**src/rtl/pgwalk_pkg.sv**
```systemverilog
package pgwalk_pkg;
  localparam int PTE_P_BIT = 0;
  localparam int PTE_W_BIT = 1;
  localparam int PTE_U_BIT = 2;
  localparam int PTE_A_BIT = 5;

  typedef enum logic [1:0] {
    FLT_NONE   = 2'd0,
    FLT_ABSENT = 2'd1,
    FLT_PERM   = 2'd2
  } fault_e;

  typedef enum logic [2:0] {
    ST_IDLE,
    ST_RD,
    ST_WAIT,
    ST_CHK,
    ST_WB,
    ST_RES
  } walk_st_e;
endpackage

```
**src/rtl/pgwalk_addr.sv**
```systemverilog
module pgwalk_addr #(
  parameter int LEVELS = 4,
  parameter int IDX_W  = 9,
  parameter int PPN_W  = 40,
  parameter int OFF_W  = 12,
  parameter int ENT_W  = 64,
  localparam int VPN_W  = LEVELS * IDX_W,
  localparam int PA_W   = PPN_W + OFF_W,
  localparam int LVL_W  = (LEVELS > 1) ? $clog2(LEVELS) : 1,
  localparam int ENT_SH = $clog2(ENT_W / 8)
) (
  input  logic [PPN_W-1:0] tbl_base,
  input  logic [VPN_W-1:0] vpn,
  input  logic [LVL_W-1:0] lvl,
  output logic [PA_W-1:0]  ent_addr
);
  logic [IDX_W-1:0] idx_by_lvl [LEVELS];
  logic [IDX_W-1:0] idx_sel;
  logic [PA_W-1:0]  byte_off;

  // Level 0 takes the most significant slice of the page number.
  for (genvar g = 0; g < LEVELS; g++) begin : g_slice
    assign idx_by_lvl[g] = vpn[(LEVELS-1-g)*IDX_W +: IDX_W];
  end

  assign idx_sel = idx_by_lvl[lvl];

  always_comb begin
    byte_off = '0;
    byte_off[ENT_SH +: IDX_W] = idx_sel;
  end

  assign ent_addr = {tbl_base, {OFF_W{1'b0}}} + byte_off;
endmodule

```
**src/rtl/pgwalk_check.sv**
```systemverilog
module pgwalk_check
  import pgwalk_pkg::*;
#(
  parameter int PPN_W = 40,
  parameter int OFF_W = 12,
  parameter int ENT_W = 64
) (
  input  logic [ENT_W-1:0] entry,
  input  logic             is_write,
  input  logic             is_user,
  output fault_e           verdict,
  output logic             a_clear,
  output logic [PPN_W-1:0] child_base,
  output logic [ENT_W-1:0] entry_marked
);
  logic unused_bits;
  assign unused_bits = ^{entry[ENT_W-1:PPN_W+OFF_W], entry[OFF_W-1:PTE_A_BIT+1],
                         entry[PTE_A_BIT-1:PTE_U_BIT+1]};

  // An absent entry outranks any permission mismatch.
  always_comb begin
    if (!entry[PTE_P_BIT])
      verdict = FLT_ABSENT;
    else if ((is_write && !entry[PTE_W_BIT]) || (is_user && !entry[PTE_U_BIT]))
      verdict = FLT_PERM;
    else
      verdict = FLT_NONE;
  end

  assign a_clear      = !entry[PTE_A_BIT];
  assign child_base   = entry[OFF_W +: PPN_W];
  assign entry_marked = entry | (ENT_W'(1) << PTE_A_BIT);
endmodule

```
**src/rtl/pgwalk_top.sv**
```systemverilog
module pgwalk_top
  import pgwalk_pkg::*;
#(
  parameter int LEVELS = 4,
  parameter int IDX_W  = 9,
  parameter int PPN_W  = 40,
  parameter int OFF_W  = 12,
  parameter int ENT_W  = 64,
  localparam int VPN_W = LEVELS * IDX_W,
  localparam int PA_W  = PPN_W + OFF_W,
  localparam int LVL_W = (LEVELS > 1) ? $clog2(LEVELS) : 1
) (
  input  logic             clk,
  input  logic             rst_n,
  input  logic [PPN_W-1:0] root_base,
  input  logic             req_valid,
  output logic             req_ready,
  input  logic [VPN_W-1:0] req_vpn,
  input  logic             req_write,
  input  logic             req_user,
  output logic             mem_req_valid,
  input  logic             mem_req_ready,
  output logic             mem_req_write,
  output logic [PA_W-1:0]  mem_req_addr,
  output logic [ENT_W-1:0] mem_req_wdata,
  input  logic             mem_rsp_valid,
  input  logic [ENT_W-1:0] mem_rsp_data,
  output logic             res_valid,
  input  logic             res_ready,
  output logic [PPN_W-1:0] res_ppn,
  output logic [1:0]       res_fault,
  output logic [LVL_W-1:0] res_level
);
  walk_st_e         state;
  logic [LVL_W-1:0] lvl;
  logic [VPN_W-1:0] vpn_q;
  logic             wr_q, usr_q;
  logic [PPN_W-1:0] base_q;
  logic [ENT_W-1:0] ent_q;
  logic [PPN_W-1:0] res_ppn_q;
  fault_e           res_fault_q;
  logic [LVL_W-1:0] res_lvl_q;

  logic [PA_W-1:0]  ent_addr;
  fault_e           verdict;
  logic             a_clear;
  logic [PPN_W-1:0] child_base;
  logic [ENT_W-1:0] entry_marked;
  logic             last_lvl;

  pgwalk_addr #(
    .LEVELS(LEVELS), .IDX_W(IDX_W), .PPN_W(PPN_W), .OFF_W(OFF_W), .ENT_W(ENT_W)
  ) u_addr (
    .tbl_base(base_q),
    .vpn     (vpn_q),
    .lvl     (lvl),
    .ent_addr(ent_addr)
  );

  pgwalk_check #(
    .PPN_W(PPN_W), .OFF_W(OFF_W), .ENT_W(ENT_W)
  ) u_check (
    .entry       (ent_q),
    .is_write    (wr_q),
    .is_user     (usr_q),
    .verdict     (verdict),
    .a_clear     (a_clear),
    .child_base  (child_base),
    .entry_marked(entry_marked)
  );

  assign last_lvl = (lvl == LVL_W'(LEVELS - 1));

  always_ff @(posedge clk or negedge rst_n) begin
    if (!rst_n) begin
      state       <= ST_IDLE;
      lvl         <= '0;
      vpn_q       <= '0;
      wr_q        <= 1'b0;
      usr_q       <= 1'b0;
      base_q      <= '0;
      ent_q       <= '0;
      res_ppn_q   <= '0;
      res_fault_q <= FLT_NONE;
      res_lvl_q   <= '0;
    end else begin
      case (state)
        ST_IDLE: begin
          if (req_valid) begin
            vpn_q  <= req_vpn;
            wr_q   <= req_write;
            usr_q  <= req_user;
            base_q <= root_base;
            lvl    <= '0;
            state  <= ST_RD;
          end
        end
        ST_RD: begin
          if (mem_req_ready) state <= ST_WAIT;
        end
        ST_WAIT: begin
          if (mem_rsp_valid) begin
            ent_q <= mem_rsp_data;
            state <= ST_CHK;
          end
        end
        ST_CHK: begin
          if (verdict != FLT_NONE) begin
            res_fault_q <= verdict;
            res_ppn_q   <= '0;
            res_lvl_q   <= lvl;
            state       <= ST_RES;
          end else if (a_clear) begin
            state <= ST_WB;
          end else if (last_lvl) begin
            res_fault_q <= FLT_NONE;
            res_ppn_q   <= child_base;
            res_lvl_q   <= lvl;
            state       <= ST_RES;
          end else begin
            base_q <= child_base;
            lvl    <= lvl + LVL_W'(1);
            state  <= ST_RD;
          end
        end
        ST_WB: begin
          if (mem_req_ready) begin
            if (last_lvl) begin
              res_fault_q <= FLT_NONE;
              res_ppn_q   <= child_base;
              res_lvl_q   <= lvl;
              state       <= ST_RES;
            end else begin
              base_q <= child_base;
              lvl    <= lvl + LVL_W'(1);
              state  <= ST_RD;
            end
          end
        end
        ST_RES: begin
          if (res_ready) state <= ST_IDLE;
        end
        default: state <= ST_IDLE;
      endcase
    end
  end

  assign req_ready     = (state == ST_IDLE);
  assign mem_req_valid = (state == ST_RD) || (state == ST_WB);
  assign mem_req_write = (state == ST_WB);
  assign mem_req_addr  = ent_addr;
  assign mem_req_wdata = (state == ST_WB) ? entry_marked : '0;
  assign res_valid     = (state == ST_RES);
  assign res_ppn       = res_ppn_q;
  assign res_fault     = res_fault_q;
  assign res_level     = res_lvl_q;

  // Accepting a request starts with a level-0 read on the next cycle.
  assert_accept_reads_R1: assert property (@(posedge clk) disable iff (!rst_n)
    req_valid && req_ready |=> mem_req_valid && !mem_req_write && !req_ready);

  // A stalled memory request keeps every field.
  assert_memreq_hold_R9: assert property (@(posedge clk) disable iff (!rst_n)
    mem_req_valid && !mem_req_ready |=> mem_req_valid && $stable(mem_req_addr)
      && $stable(mem_req_write) && $stable(mem_req_wdata));

  // A stalled result keeps every field.
  assert_res_hold_R8: assert property (@(posedge clk) disable iff (!rst_n)
    res_valid && !res_ready |=> res_valid && $stable(res_ppn)
      && $stable(res_fault) && $stable(res_level));

  // Every write-back marks the entry as referenced.
  assert_wb_marks_R6: assert property (@(posedge clk) disable iff (!rst_n)
    mem_req_valid && mem_req_write |-> mem_req_wdata[PTE_A_BIT]);

  // A clean result is only ever produced at the last level.
  assert_ok_last_R7: assert property (@(posedge clk) disable iff (!rst_n)
    res_valid && (res_fault == FLT_NONE) |-> res_level == LVL_W'(LEVELS - 1));
endmodule

```
**config.mk**
```make
export PLATFORM = sky130hd
export DESIGN_NAME = pgwalk_top
export DESIGN_NICKNAME = d
export VERILOG_FILES = /design/src/rtl/pgwalk_pkg.sv /design/src/rtl/pgwalk_addr.sv /design/src/rtl/pgwalk_check.sv /design/src/rtl/pgwalk_top.sv
export SDC_FILE = /design/constraint.sdc
export NUM_CORES = 1
export LEC_CHECK = 0
export BUFFER_PORTS_ARGS = -buffer_cell sky130_fd_sc_hd__buf_2
export CELL_PAD_IN_SITES_DETAIL_PLACEMENT = 1
export CELL_PAD_IN_SITES_GLOBAL_PLACEMENT = 2
export CORE_UTILIZATION = 34
export CTS_BUF_LIST = sky130_fd_sc_hd__clkbuf_4 sky130_fd_sc_hd__clkbuf_8
export DETAILED_ROUTE_END_ITERATION = 16
export PLACE_DENSITY = 0.95
export SLEW_MARGIN = 20
export SYNTH_ARGS = -nofsm -noshare
export SYNTH_HDL_FRONTEND = slang
export SYNTH_HIERARCHICAL = 1
export SYNTH_SLANG_ARGS = --single-unit
```
**constraint.sdc**
```tcl
create_clock -name clk -period 2 [get_ports clk]
set_input_delay 0.3 -clock clk [delete_from_list [all_inputs] [get_ports clk]]
set_output_delay 0.3 -clock clk [all_outputs]
set_load 0.005 [all_outputs]
```
==> flow_summary.ini <==
[sta]
fin_skew_ns = 0.0197
fmax_ghz = 0.485
fin_setup_tns_ns = -2.02
finalWorstSetupSlack_ns = -0.0615
finalHoldViolCount = 0
relSlewSlack_pct = 63.9
finalCritPeriodShare_pct = 103
tightest_slew_ns = 0.542
post-route-min-period_ns = 2.06
maxSlewViolCount = 0
worst_hold_slack_ns = 0.0455
rsz0062_at_grt = yes
finalSetupViolCount = 83

[cells_and_area]
instances_no_fill = 1318
post-route-util_pct = 43.2
syn_to_final_growth_pct = 23.6
drive_gt1_share_pct = 66.6
n_antenna_cell = 0
fillerInstances = 2910
layout.nets = 1082

[global_route]
groute.usage.overall_pct = 18.1
grt_pass1_vias = 6654
grt_pass1_wl_mm = 39.3
grt_max_degree = 58
grt-ovfl-total = 0
antenna_found_initial = 1

[clocking]
numCtsBuffers = 17
tritoncts = built
ctsHtreeMaxLevel = 4
cts_buffer_depth = 2
clockRootBuffer = clkbuf_8
clkTransAtPathRegs_ns = 0.13
cts.sinks = 191
clock_latency_ns = 0.47

[worst_hold_path]
min_path_type = input pin to flop

[placement]
routabilityCongestion = 0.758
dpl_worst_slack_ns = -0.00144
place_hpwl_mm = 17.7
dp_cells = 1257
portBuffers = 308

[pwr]
powerDensity_mw_per_mm2 = 1360
vdd_drop_max_uv = 590
p_leak_nw = 5.71

[floorplan]
fp.dieW_um = 169
start_util_pct = 35.0
die_area_mm2 = 0.0287
dieHeight_um = 169
boundaryPins = 312
fp-row-count = 60
core-area_mm2 = 0.0273

[routing]
route.vias.total = 6225
ant_nets = 0
drtPass1Iterations = 4
viasPerCell = 4.72
drc = 0
wl_per_cell_um = 20.8
dr.first_iter.drc_count = 305
wirelength_mm = 27.4

[synthesis]
syn_avg_cell_area_um2 = 13.0
ys_seq_area_share_pct = 50.2
synth_area_mm2 = 0.00953
synth.distinct_cells = 37
yosys_warnings = 6
synth_top_cell_area_share_pct = 50.2
yosys.area.top_type = dfrtp_1
synth_area_leaders = dfrtp_1, mux2_2, buf_4
ys_ff_latch = 191
syn_inst = 734

[worst_setup_path]
path_max_fanout = 9
start_kind = flop
end_kind = output pin
arrival_ns = 1.76
worst-setup-path-type = flop to output pin
cp.required_ns = 1.70

[outcome]
violations = negative setup slack
outcome = finished with violations

[flow_run]
drv_cap = 0
-- registers in the layout (all words and copies together) (netlist names) --
register and flops:
wr_q 1, state 3, lvl 2, base_q 40, res_ppn 40, usr_q 1, res_level 2, res_fault 2
ent_q 64, vpn_q 36
-- synth_stat cells --
| cell | number |
|---|---|
| nand3b_1 | 1 |
| nor2b_1 | 2 |
| nand2b_1 | 5 |
| clkbuf_1 | 12 |
| buf_6 | 5 |
| buf_2 | 16 |
| a211oi_1 | 1 |
| inv_1 | 5 |
| buf_4 | 153 |
| a21oi_2 | 1 |
| o21ai_2 | 2 |
| xnor2_1 | 1 |
| a22o_1 | 42 |
| nand2_1 | 4 |
| nor3_1 | 2 |
| o21a_1 | 1 |
| o221ai_1 | 1 |
| mux2_2 | 180 |
| nor3b_2 | 1 |
| nor3_4 | 1 |
| mux2i_1 | 4 |
| dfrtp_1 | 191 |
| or2_2 | 1 |
| nor2_1 | 7 |
| conb_1 | 2 |
| ha_1 | 1 |
| and3b_1 | 2 |
| mux2_1 | 4 |
| o22a_1 | 1 |
| o21ai_0 | 1 |
| o2bb2ai_1 | 1 |
| a221o_1 | 1 |
| and2_1 | 65 |
| a21oi_1 | 5 |
| mux4_2 | 9 |
| nor3b_1 | 2 |
| clkbuf_2 | 1 |
-- layout by cell type (no fill, tap or decap), types with 9 or more instances in the layout --
cell type  Yosys  routed
buf_2         16     284
dfrtp_1      191     187
mux2_2       180     179
a22o_1        42      42
and2_1        65      41
buf_6          5      26
and2_4         0      23
buf_4        153      23
clkbuf_8       0      19
buf_12         0      17
mux4_2         9       9
-- per-layer routing --
| metal | routed length (um) | share of wire (%) | up-vias | global-route usage [%] |
|---|---|---|---|---|
| li1 | - | - | 2793 | - |
| met1 | 11700 | 43 | 3199 | 21.8 |
| met2 | 13700 | 50 | 216 | 32.0 |
| met3 | 1730 | 6.3 | 15 | 5.60 |
| met4 | 226 | 0.83 | 2 | 3.37 |
| met5 | 13 | 0.048 | - | 0 |
-- final timing paths --
check | cells after the start | startpoint | to | slack, ns
worst max-delay path | 5 | state[0] | mem_req_wdata[11] | -0.06
worst min-delay path | 2 | req_vpn[6] | vpn_q[6] | 0.05
worst max register to register | 6 | state[1] | base_q[23] | -0.03
worst min register to register | 1 | ent_q[8] | ent_q[8] | 0.51
max in group asynchronous | 3 | rst_n | lvl[0] | 0.97
min in group asynchronous | 2 | rst_n | res_ppn[3] | 0.37
-- power breakdown --
group          internal, mW  leakage [nW]  switching [mW]
clock                 0.990         0.206            1.64
combinational          4.03          3.15            2.79
sequential             5.43          2.36            1.09
-- kinds of logic (layout without fill, tap and decap cells) --
kind of cell / after synthesis / after routing / synth area share [%]
xor+xnor: 1 / 1 / 0.0919
fa+ha+maj: 1 / 1 / 0.131
flops: 191 / 191 / 50.2
other cells: 2 / 4 / 0.0788
buf+inv: 192 / 402 / 14.2
mux: 197 / 197 / 24.3
compound gates: 57 / 57 / 4.99
simple gates: 93 / 93 / 6.05
-- worst max-delay path: stages (launching register included) --
cell and delay (ns):
dfrtp_2 0.45, nor3b_4 0.23, buf_12 0.20, clkbuf_16 0.18
and2_1 0.13, buf_2 0.11
-- through the flow --
step           total power, mW  area [um2]
5_1_grt                   17.0       11800
2_1_floorplan             11.9        9540
6_report                  16.0       11800
4_1_cts                   15.4       11300
3_3_place_gp              12.0       10600
3_5_place_dp              12.3       10600
-- layout make-up --
cell class	count	area [um2]	area share [%]
Clock inverter	14	160	1.36
Inverter	5	18.8	0.159
Tap cell	372	465	3.95
Clock buffer	18	248	2.10
Timing Repair Buffer	365	2540	21.6
Multi-Input combinational cell	353	3550	30.2
Sequential cell	191	4780	40.6
-- what timing repair did --
item | 4_1_cts | 5_1_grt
pin swaps | 4 | 4
resized for setup | 19 | 66
endpoints found under the setup margin | 79 | 162
buffers inserted | 6 | 8
cloned | 4 | 8
endpoints found under the hold margin | 50 | 1
hold buffers | 2 | 1
No activity file was read; power rests on OpenSTA's default activity.
